**config.mk**
```make
export PLATFORM = sky130hd
export DESIGN_NAME = gpio_port_gate
export DESIGN_NICKNAME = d
export VERILOG_FILES = /design/src/rtl/gpio_pkg.sv /design/src/rtl/gpio_pin_sync.sv /design/src/rtl/gpio_ctrl_regs.sv /design/src/rtl/gpio_readback.sv /design/src/rtl/gpio_port_gate.sv
export SDC_FILE = /design/constraint.sdc
export NUM_CORES = 1
export LEC_CHECK = 0
export BUFFER_PORTS_ARGS = -buffer_cell sky130_fd_sc_hd__clkbuf_2
export CORE_MARGIN = 2
export CORE_UTILIZATION = 47
export CTS_CLUSTER_DIAMETER = 30
export DETAILED_ROUTE_END_ITERATION = 6
export GPL_TIMING_DRIVEN = 0
export PLACE_DENSITY = 0.86
export SYNTH_ARGS = -nofsm -noshare
export SYNTH_HDL_FRONTEND = slang
export SYNTH_SLANG_ARGS = --single-unit
```
**constraint.sdc**
```tcl
create_clock -name clk -period 1.2 [get_ports clk]
set_input_delay 0.36 -clock clk [delete_from_list [all_inputs] [get_ports clk]]
set_output_delay 0.36 -clock clk [all_outputs]
set_load 0.02 [all_outputs]
```
**src/rtl/gpio_pkg.sv**
```systemverilog
package gpio_pkg;

    typedef enum logic [1:0] {
        SEL_NONE  = 2'd0,
        SEL_DATA  = 2'd1,
        SEL_INPUT = 2'd2,
        SEL_DIR   = 2'd3
    } port_sel_e;

endpackage

```
**src/rtl/gpio_pin_sync.sv**
```systemverilog
module gpio_pin_sync #(
    parameter int WIDTH = 8
) (
    input  logic             clk,
    input  logic             rst_n,
    input  logic [WIDTH-1:0] pin_raw,
    output logic [WIDTH-1:0] pin_sync
);

    typedef struct packed {
        logic [WIDTH-1:0] s1;
        logic [WIDTH-1:0] s2;
    } sync_t;

    sync_t st_d, st_q;

    always_comb begin
        st_d    = st_q;
        st_d.s1 = pin_raw;
        st_d.s2 = st_q.s1;
    end

    always_ff @(posedge clk or negedge rst_n) begin
        if (!rst_n) begin
            st_q <= '{s1: '1, s2: '1};
        end else begin
            st_q <= st_d;
        end
    end

    assign pin_sync = st_q.s2;

    // the second stage takes what the first stage held one edge earlier
    p_stage_chain_r8: assert property (@(posedge clk) disable iff (!rst_n)
        1'b1 |=> st_q.s2 == $past(st_q.s1));

endmodule

```
**src/rtl/gpio_ctrl_regs.sv**
```systemverilog
module gpio_ctrl_regs
    import gpio_pkg::*;
#(
    parameter int               WIDTH     = 8,
    parameter int               ADDR_W    = 8,
    parameter logic [ADDR_W-1:0] DATA_OFS  = 8'h51,
    parameter logic [ADDR_W-1:0] INPUT_OFS = 8'h53,
    parameter logic [ADDR_W-1:0] DIR_OFS   = 8'h55
) (
    input  logic              clk,
    input  logic              rst_n,
    input  logic [ADDR_W-1:0] addr,
    input  logic              wr,
    input  logic [WIDTH-1:0]  wdata,
    output port_sel_e         sel,
    output logic [WIDTH-1:0]  latch_q,
    output logic [WIDTH-1:0]  dir_q
);

    typedef struct packed {
        logic [WIDTH-1:0] latch;
        logic [WIDTH-1:0] dir;
    } regs_t;

    regs_t r_d, r_q;

    always_comb begin
        if (addr == DATA_OFS)       sel = SEL_DATA;
        else if (addr == INPUT_OFS) sel = SEL_INPUT;
        else if (addr == DIR_OFS)   sel = SEL_DIR;
        else                        sel = SEL_NONE;
    end

    always_comb begin
        r_d = r_q;
        if (wr) begin
            case (sel)
                SEL_DATA: r_d.latch = wdata;
                SEL_DIR:  r_d.dir   = wdata;
                default:  ;
            endcase
        end
    end

    always_ff @(posedge clk or negedge rst_n) begin
        if (!rst_n) begin
            r_q <= '0;
        end else begin
            r_q <= r_d;
        end
    end

    assign latch_q = r_q.latch;
    assign dir_q   = r_q.dir;

    // writes to the input view leave all state alone
    p_input_ro_r4: assert property (@(posedge clk) disable iff (!rst_n)
        (wr && addr == INPUT_OFS) |=> (r_q == $past(r_q)));

    // writes to unmapped offsets leave all state alone
    p_unmapped_wr_r10: assert property (@(posedge clk) disable iff (!rst_n)
        (wr && addr != DATA_OFS && addr != DIR_OFS) |=> (r_q == $past(r_q)));

endmodule

```
**src/rtl/gpio_readback.sv**
```systemverilog
module gpio_readback
    import gpio_pkg::*;
#(
    parameter int WIDTH = 8
) (
    input  logic             clk,
    input  logic             rst_n,
    input  logic             rd,
    input  port_sel_e        sel,
    input  logic [WIDTH-1:0] latch_q,
    input  logic [WIDTH-1:0] dir_q,
    input  logic [WIDTH-1:0] in_en,
    input  logic [WIDTH-1:0] pin_sync,
    output logic [WIDTH-1:0] rdata
);

    logic [WIDTH-1:0] gated_pin;
    logic [WIDTH-1:0] data_view;
    logic [WIDTH-1:0] rdata_d, rdata_q;

    genvar gi;
    generate
        for (gi = 0; gi < WIDTH; gi++) begin : g_bit
            assign gated_pin[gi] = in_en[gi] ? pin_sync[gi] : 1'b1;
            assign data_view[gi] = dir_q[gi] ? latch_q[gi] : gated_pin[gi];
        end
    endgenerate

    always_comb begin
        rdata_d = '0;
        if (rd) begin
            case (sel)
                SEL_DATA:  rdata_d = data_view;
                SEL_INPUT: rdata_d = gated_pin;
                SEL_DIR:   rdata_d = dir_q;
                default:   rdata_d = '0;
            endcase
        end
    end

    always_ff @(posedge clk or negedge rst_n) begin
        if (!rst_n) begin
            rdata_q <= '0;
        end else begin
            rdata_q <= rdata_d;
        end
    end

    assign rdata = rdata_q;

    // no read, no data
    p_idle_zero_r9: assert property (@(posedge clk) disable iff (!rst_n)
        !rd |=> rdata == '0);

    // pins with the input buffer off read as 1 in the input view
    p_gate_force_r3: assert property (@(posedge clk) disable iff (!rst_n)
        (rd && sel == SEL_INPUT) |=> ((rdata | $past(in_en)) == '1));

    // unmapped reads return zero
    p_unmapped_rd_r10: assert property (@(posedge clk) disable iff (!rst_n)
        (rd && sel == SEL_NONE) |=> rdata == '0);

endmodule

```
**src/rtl/gpio_port_gate.sv**
```systemverilog
module gpio_port_gate
    import gpio_pkg::*;
#(
    parameter int               WIDTH     = 8,
    parameter int               ADDR_W    = 8,
    parameter logic [ADDR_W-1:0] DATA_OFS  = 8'h51,
    parameter logic [ADDR_W-1:0] INPUT_OFS = 8'h53,
    parameter logic [ADDR_W-1:0] DIR_OFS   = 8'h55
) (
    input  logic              clk,
    input  logic              rst_n,
    input  logic [ADDR_W-1:0] bus_addr,
    input  logic              bus_wr,
    input  logic              bus_rd,
    input  logic [WIDTH-1:0]  bus_wdata,
    output logic [WIDTH-1:0]  bus_rdata,
    input  logic [WIDTH-1:0]  in_en,
    input  logic [WIDTH-1:0]  pad_in,
    output logic [WIDTH-1:0]  pad_oe,
    output logic [WIDTH-1:0]  pad_out
);

    port_sel_e        sel;
    logic [WIDTH-1:0] latch_q;
    logic [WIDTH-1:0] dir_q;
    logic [WIDTH-1:0] pin_sync;

    gpio_pin_sync #(.WIDTH(WIDTH)) u_sync (
        .clk      (clk),
        .rst_n    (rst_n),
        .pin_raw  (pad_in),
        .pin_sync (pin_sync)
    );

    gpio_ctrl_regs #(
        .WIDTH     (WIDTH),
        .ADDR_W    (ADDR_W),
        .DATA_OFS  (DATA_OFS),
        .INPUT_OFS (INPUT_OFS),
        .DIR_OFS   (DIR_OFS)
    ) u_regs (
        .clk     (clk),
        .rst_n   (rst_n),
        .addr    (bus_addr),
        .wr      (bus_wr),
        .wdata   (bus_wdata),
        .sel     (sel),
        .latch_q (latch_q),
        .dir_q   (dir_q)
    );

    gpio_readback #(.WIDTH(WIDTH)) u_rb (
        .clk      (clk),
        .rst_n    (rst_n),
        .rd       (bus_rd),
        .sel      (sel),
        .latch_q  (latch_q),
        .dir_q    (dir_q),
        .in_en    (in_en),
        .pin_sync (pin_sync),
        .rdata    (bus_rdata)
    );

    assign pad_oe  = dir_q;
    assign pad_out = latch_q;

    // output-enable follows a direction write one clock later
    p_oe_follow_r5: assert property (@(posedge clk) disable iff (!rst_n)
        (bus_wr && bus_addr == DIR_OFS) |=> pad_oe == $past(bus_wdata));

    // output value follows a latch write one clock later
    p_out_follow_r6: assert property (@(posedge clk) disable iff (!rst_n)
        (bus_wr && bus_addr == DATA_OFS) |=> pad_out == $past(bus_wdata));

endmodule

```
=== Word level (Yosys, flattened, before mapping) ===
Index checks and enable logic that the tools add are counted.

* Input bits: 36
* Register bits: 40
* Output and inout port bits: 24

* Muxes and demuxes: 21
* Reduce and logical (&&, ||, !) cells: 2
* Eq/ne operators: 6

{| class="wikitable"
|+ Operator list
! cell !! count
|-
| 8-bit by 7-bit == test with 1-bit output, second input constant || 3
|-
| 8-bit one-hot mux with 3 select lines || 1
|-
| 1-bit two-way mux || 16
|-
| 8-bit two-way mux || 1
|-
| 2-bit two-way mux || 3
|-
| 2-bit == test, second input constant || 2
|-
| 2-bit AND reduction || 2
|-
| 2-bit by 1-bit == test with 1-bit output, second input constant || 1
|}

=== Depth between registers and ports, before layout ===
* Depth after elaboration: 7
* Mapped depth: 5
* Gate-level depth less buffers: 3

=== Modules after synthesis ===
Synthesis repeated with hierarchy kept, for this count alone.

* Cell total of the unflattened synthesis: 109
* Area total of the unflattened synthesis: 1,617.8 um^2

{| class="wikitable"
|+ By module, submodules not included
! module !! instances !! cells an instance !! area each (um^2)
|-
| gpio_ctrl_regs || 1 || 41 || 689.4
|-
| gpio_readback || 1 || 52 || 508.0
|-
| gpio_pin_sync || 1 || 16 || 420.4
|}

=== Worst setup path after synthesis ===
OpenSTA, ideal clock, no wires.

* Path type: input to register
* Start: input port bus_addr[5]
* End: register u_regs.r_q (netlist bit u_regs.latch_q[0])
* Library setup time: 125 ps
* Path slack: -227 ps
* Data arrival time: 1,302 ps
* Stages: 4
* Cell sequence: and4bb_1 and4b_1 buf_6 mux2_2

* Word-level cells in the longest chain between the ends: 6
* Elaborated cells between the ends (all ways): 8
* Those cells by class: eq/ne (4); mux (3); reduce/logical (1)

{| class="wikitable"
|+ RTL lines
! element !! line !! RTL
|-
| from (decl) || gpio_port_gate.sv:12 || <nowiki>input logic [ADDR_W-1:0] bus_addr,</nowiki>
|-
| 8-bit by 7-bit == test with 1-bit output || gpio_ctrl_regs.sv:30 || <nowiki>else if (addr == DIR_OFS) sel = SEL_DIR;</nowiki>
|-
| 2-bit two-way mux || gpio_ctrl_regs.sv:30 ||
|-
| 2-bit two-way mux || gpio_ctrl_regs.sv:29 || <nowiki>else if (addr == INPUT_OFS) sel = SEL_INPUT;</nowiki>
|-
| 2-bit two-way mux (*) || gpio_ctrl_regs.sv:28 || <nowiki>if (addr == DATA_OFS) sel = SEL_DATA;</nowiki>
|-
| 2-bit by 1-bit == test with 1-bit output (*) || gpio_ctrl_regs.sv:37 || <nowiki>case (sel)</nowiki>
|-
| 2-bit AND reduction (no source line) (*) || n/a ||
|-
| to (signal assigned) || gpio_ctrl_regs.sv:49 || <nowiki>r_q <= r_d;</nowiki>
|-
| to (decl) || gpio_ctrl_regs.sv:25 || <nowiki>regs_t r_d, r_q;</nowiki>
|}

Every way passes the cells marked *; elsewhere a longest branch is shown, timed or not.
A chain may end at the register's enable or synchronous reset.

=== Final worst setup path ===
* Start: register u_regs.r_q (netlist bit u_regs.dir_q[4])
* End: output port pad_oe[4]

{| class="wikitable"
|+ RTL lines
! element !! line !! RTL
|-
| to (decl) || gpio_port_gate.sv:19 || <nowiki>output logic [WIDTH-1:0] pad_oe,</nowiki>
|}

No word-level cell between the ends.

==> results.md <==
- Via Count: between 1000 and 1500
- Minimum clock period: 1.29 ns
- Proportion of layout cells with a drive suffix above 1: 0.653
- Setup violators final: 31
- Worst vdd ir: 0.856 mV
- Unique masters post-synth: 19
- Cell with the most instances after synthesis: dfrtp_1
- Synth top area cells: dfrtp_1 38%, dfstp_2 27%, mux2_2 11%
- Bufs on Longest Clock Path: 2
- Port bufs: 58
- Ys async rst share: 1.00
- R2r setup slk: 0 ns
- Tot GR Track Use: 0.235
- Die width: about 62 um
- GPL Wtd Cong: between 0.6 and 0.7
- DPL Wire Length: around 2500 um
- Final Total Pwr: 2.53 mW
- Mean Syn Cell Area: 14.4 sq um
- Post-synth top area share: 0.382
- Die ar.: between 0.003 and 0.004 sq mm
- Non-Filler Instances: 240
- Crit Reg-Reg Endpoint: u_rb.rdata[7]
- Failing checks: setup timing
- Synthesis-to-layout area growth: 49.2%
- Fin Clk Skew: about 0.015 ns
- CP max stage delay: roughly 0.43 ns
- First-pass GRT wire length: 6130 um
- N_diodes: 0
- Max Cap Viol: 0
- Worst-Skew Late Latency: 0.36 ns
- Critical path fanouts, max: 2
- Initial Util: 0.502
- Largest net degree at the start of global routing: between 40 and 50
- Arrival @ worst endpoint: 0.93 ns
- Cells after DPL: 211
- Clock sink total: 40
- I/O pin count: 60
- Routed len/inst: ~17 um
- Routed WL: just over 4000 um
- Antenna violations before repair: 0
- Final core utilization: 0.750
- FF+latch area: 0.00102 sq mm
- Iteration-0 DRC Markers: 37
- Register bit total from synthesis: 40
- EDFF count, synth: 0
- Worst-path cell chain: buf_6
- CP top delay family: flip-flops
- Antenna Nets Post-Route: 0
- TritonCTS Buffers: 5
- Setup crit start kind: register
- DR pass1 iterations: 4
- Required @ worst endpoint: between 0.8 and 0.9 ns
- Drc violations: 0
- Unrepaired setup endpoints after global routing: true
- Post-Syn Instances: ~110
- Worst R2R Start: u_regs.dir_q[7]
- Depth of the most critical reg-to-reg path: 4
- FP Rows: 20
- Setup ws final: -0.0893 ns
- FMAX: 776 MHz
- Part of the cycle the worst path needs: 1.07
- Post-synth top cells: 24 x dfrtp_1, 16 x dfstp_2, 16 x mux2_2
- Relative slew slack: 0.367
- Fin nets: about 230
- Area leader, netlist: dfrtp_1
- Total number of H-tree levels: 2
- Pwr/cell area: around 1100 mW/mm^2
- TritonCTS clock tree: built
- Hold Vio Cnt, Final: 0
- Area of the multi-input gates: ~550 sq um
- Top FF cell, synth: dfrtp_1
- Mapped Area: roughly 0.0016 sq mm
- Crit path to: pad_oe[4]
- Yosys warns: 0
- Worst-path clk slew: around 0.12 ns
- Via-to-Cell Ratio: between 5 and 6
- CP endpoint kind: primary output
- Post-synthesis sequential area ratio: 0.650
- Pleak: ~1.2 nW
- Die Ht: just over 60 um
- Worst Path Buf+Inv: 1
- Critical path class: register to primary output
- CP max stage cell: dfrtp_1
- Final setup TNS: -1.54 ns
- Status: finished, violations left
- Crit path from: u_regs.dir_q[4]
- Grt total ovfl: 0
- CTS root buf: clkbuf_4
- Worst-margin pin slew: between 0.9 and 1 ns
- Filler cells: about 210
- Core area: 0.00313 sq mm
- Syn Nets: about 150
- Max-slew violation count: 0
- Crit path depth: 1
- Tightest Hold Check Type: input pin to register
- Vias in the first global route: about 1300
==> layer usage <==
layer,part of all wire,global-route usage,vias to the layer above
li1,-,-,558
met1,0.38,0.248,618
met2,0.53,0.426,57
met3,0.071,0.0828,13
met4,0.024,0.0912,0
met5,0,0,-
==> layout make-up <==
cell class              instances  area share
plain buffers                   5      0.0203
clock buffers                   6      0.0219
clock inverters                 2     0.00427
multi-input cells              64       0.234
flip-flops and latches         40       0.435
well taps                      44      0.0235
repair buffers                 79       0.260
==> metrics by stage <==
| step | hold WS (ns) | instance area, sq um | setup WS (ns) |
|---|---|---|---|
| final | 0.0593 | 2340 | -0.0893 |
| after global routing | 0.0376 | 2340 | -0.131 |
| after CTS | 0.0585 | 2150 | -0.120 |
| after detailed placement | 0.347 | 1950 | -0.484 |
| after global placement | 0.345 | 1950 | -0.374 |
| after floorplan | 0.0644 | 1610 | -0.221 |
==> logic make-up (layout without fill, tap and decap cells) <==
| logic type | Yosys count | in the layout | share of synthesized area |
|---|---|---|---|
| AOI/OAI and AO/OA | 16 | 16 | 0.0764 |
| DFF | 40 | 40 | 0.650 |
| and+or+nand+nor | 32 | 32 | 0.132 |
| muxes | 16 | 16 | 0.115 |
| buffers and inverters | 5 | 92 | 0.0271 |
==> state kept, by name, indices dropped and copies added, names as in the netlist <==
register / flops
u_sync.st_d: 8
u_regs.dir_q: 8
u_rb.rdata: 8
u_sync.pin_sync: 8
u_regs.latch_q: 8
==> what timing repair did <==
action / in CTS / in global routing
hold buffers: 0 / 0
pin swaps: 3 / 3
setup endpoints to repair: 40 / 35
gates resized for setup: 6 / 73
setup buffers: 15 / 7
==> cells in the final DEF (no fill, tap or decap) <==
master / synthesis / layout
clkbuf_2: 0 / 35
buf_6: 3 / 26
dfrtp_1: 24 / 24
buf_4: 0 / 19
dfstp_2: 16 / 16
nor2b_1: 10 / 10
o32a_1: 8 / 8
nor2_1: 8 / 8
mux2_4: 0 / 8
mux2_2: 16 / 8
and2b_1: 6 / 6
o21ai_0: 8 / 6
clkbuf_4: 0 / 5
clkbuf_8: 0 / 3
o21ai_1: 0 / 2
clkinv_2: 0 / 2
and4bb_2: 0 / 1
and2b_2: 1 / 1
buf_2: 1 / 1
buf_8: 0 / 1
nand2_1: 1 / 1
nand4_1: 1 / 1
or3b_1: 1 / 1
nor3b_4: 0 / 1
and4b_1: 1 / 1
nand4_2: 1 / 1
==> report_power, final <==
group | internal, mW | leakage [nW] | total, mW | switching, mW
Combinational | 0.200 | 0.649 | 0.360 | 0.161
Sequential | 1.42 | 0.501 | 1.45 | 0.0290
Clock | 0.279 | 0.0380 | 0.719 | 0.440
Total | 1.90 | 1.19 | 2.53 | 0.629
==> worst min-delay path by stage <==
stage | startpoint | endpoint | slack, ns | cells after the start
2_1_floorplan | rst_n | u_rb.rdata[0] | 0.06 | 0
3_3_place_gp | u_sync.st_d[2] | u_sync.pin_sync[2] | 0.35 | 0
3_5_place_dp | u_sync.st_d[5] | u_sync.pin_sync[5] | 0.35 | 0
4_1_cts | pad_in[5] | u_sync.st_d[5] | 0.06 | 1
5_1_grt | pad_in[2] | u_sync.st_d[2] | 0.04 | 1
6_report | pad_in[2] | u_sync.st_d[2] | 0.06 | 1
Power figures use the tool's default switching activity.
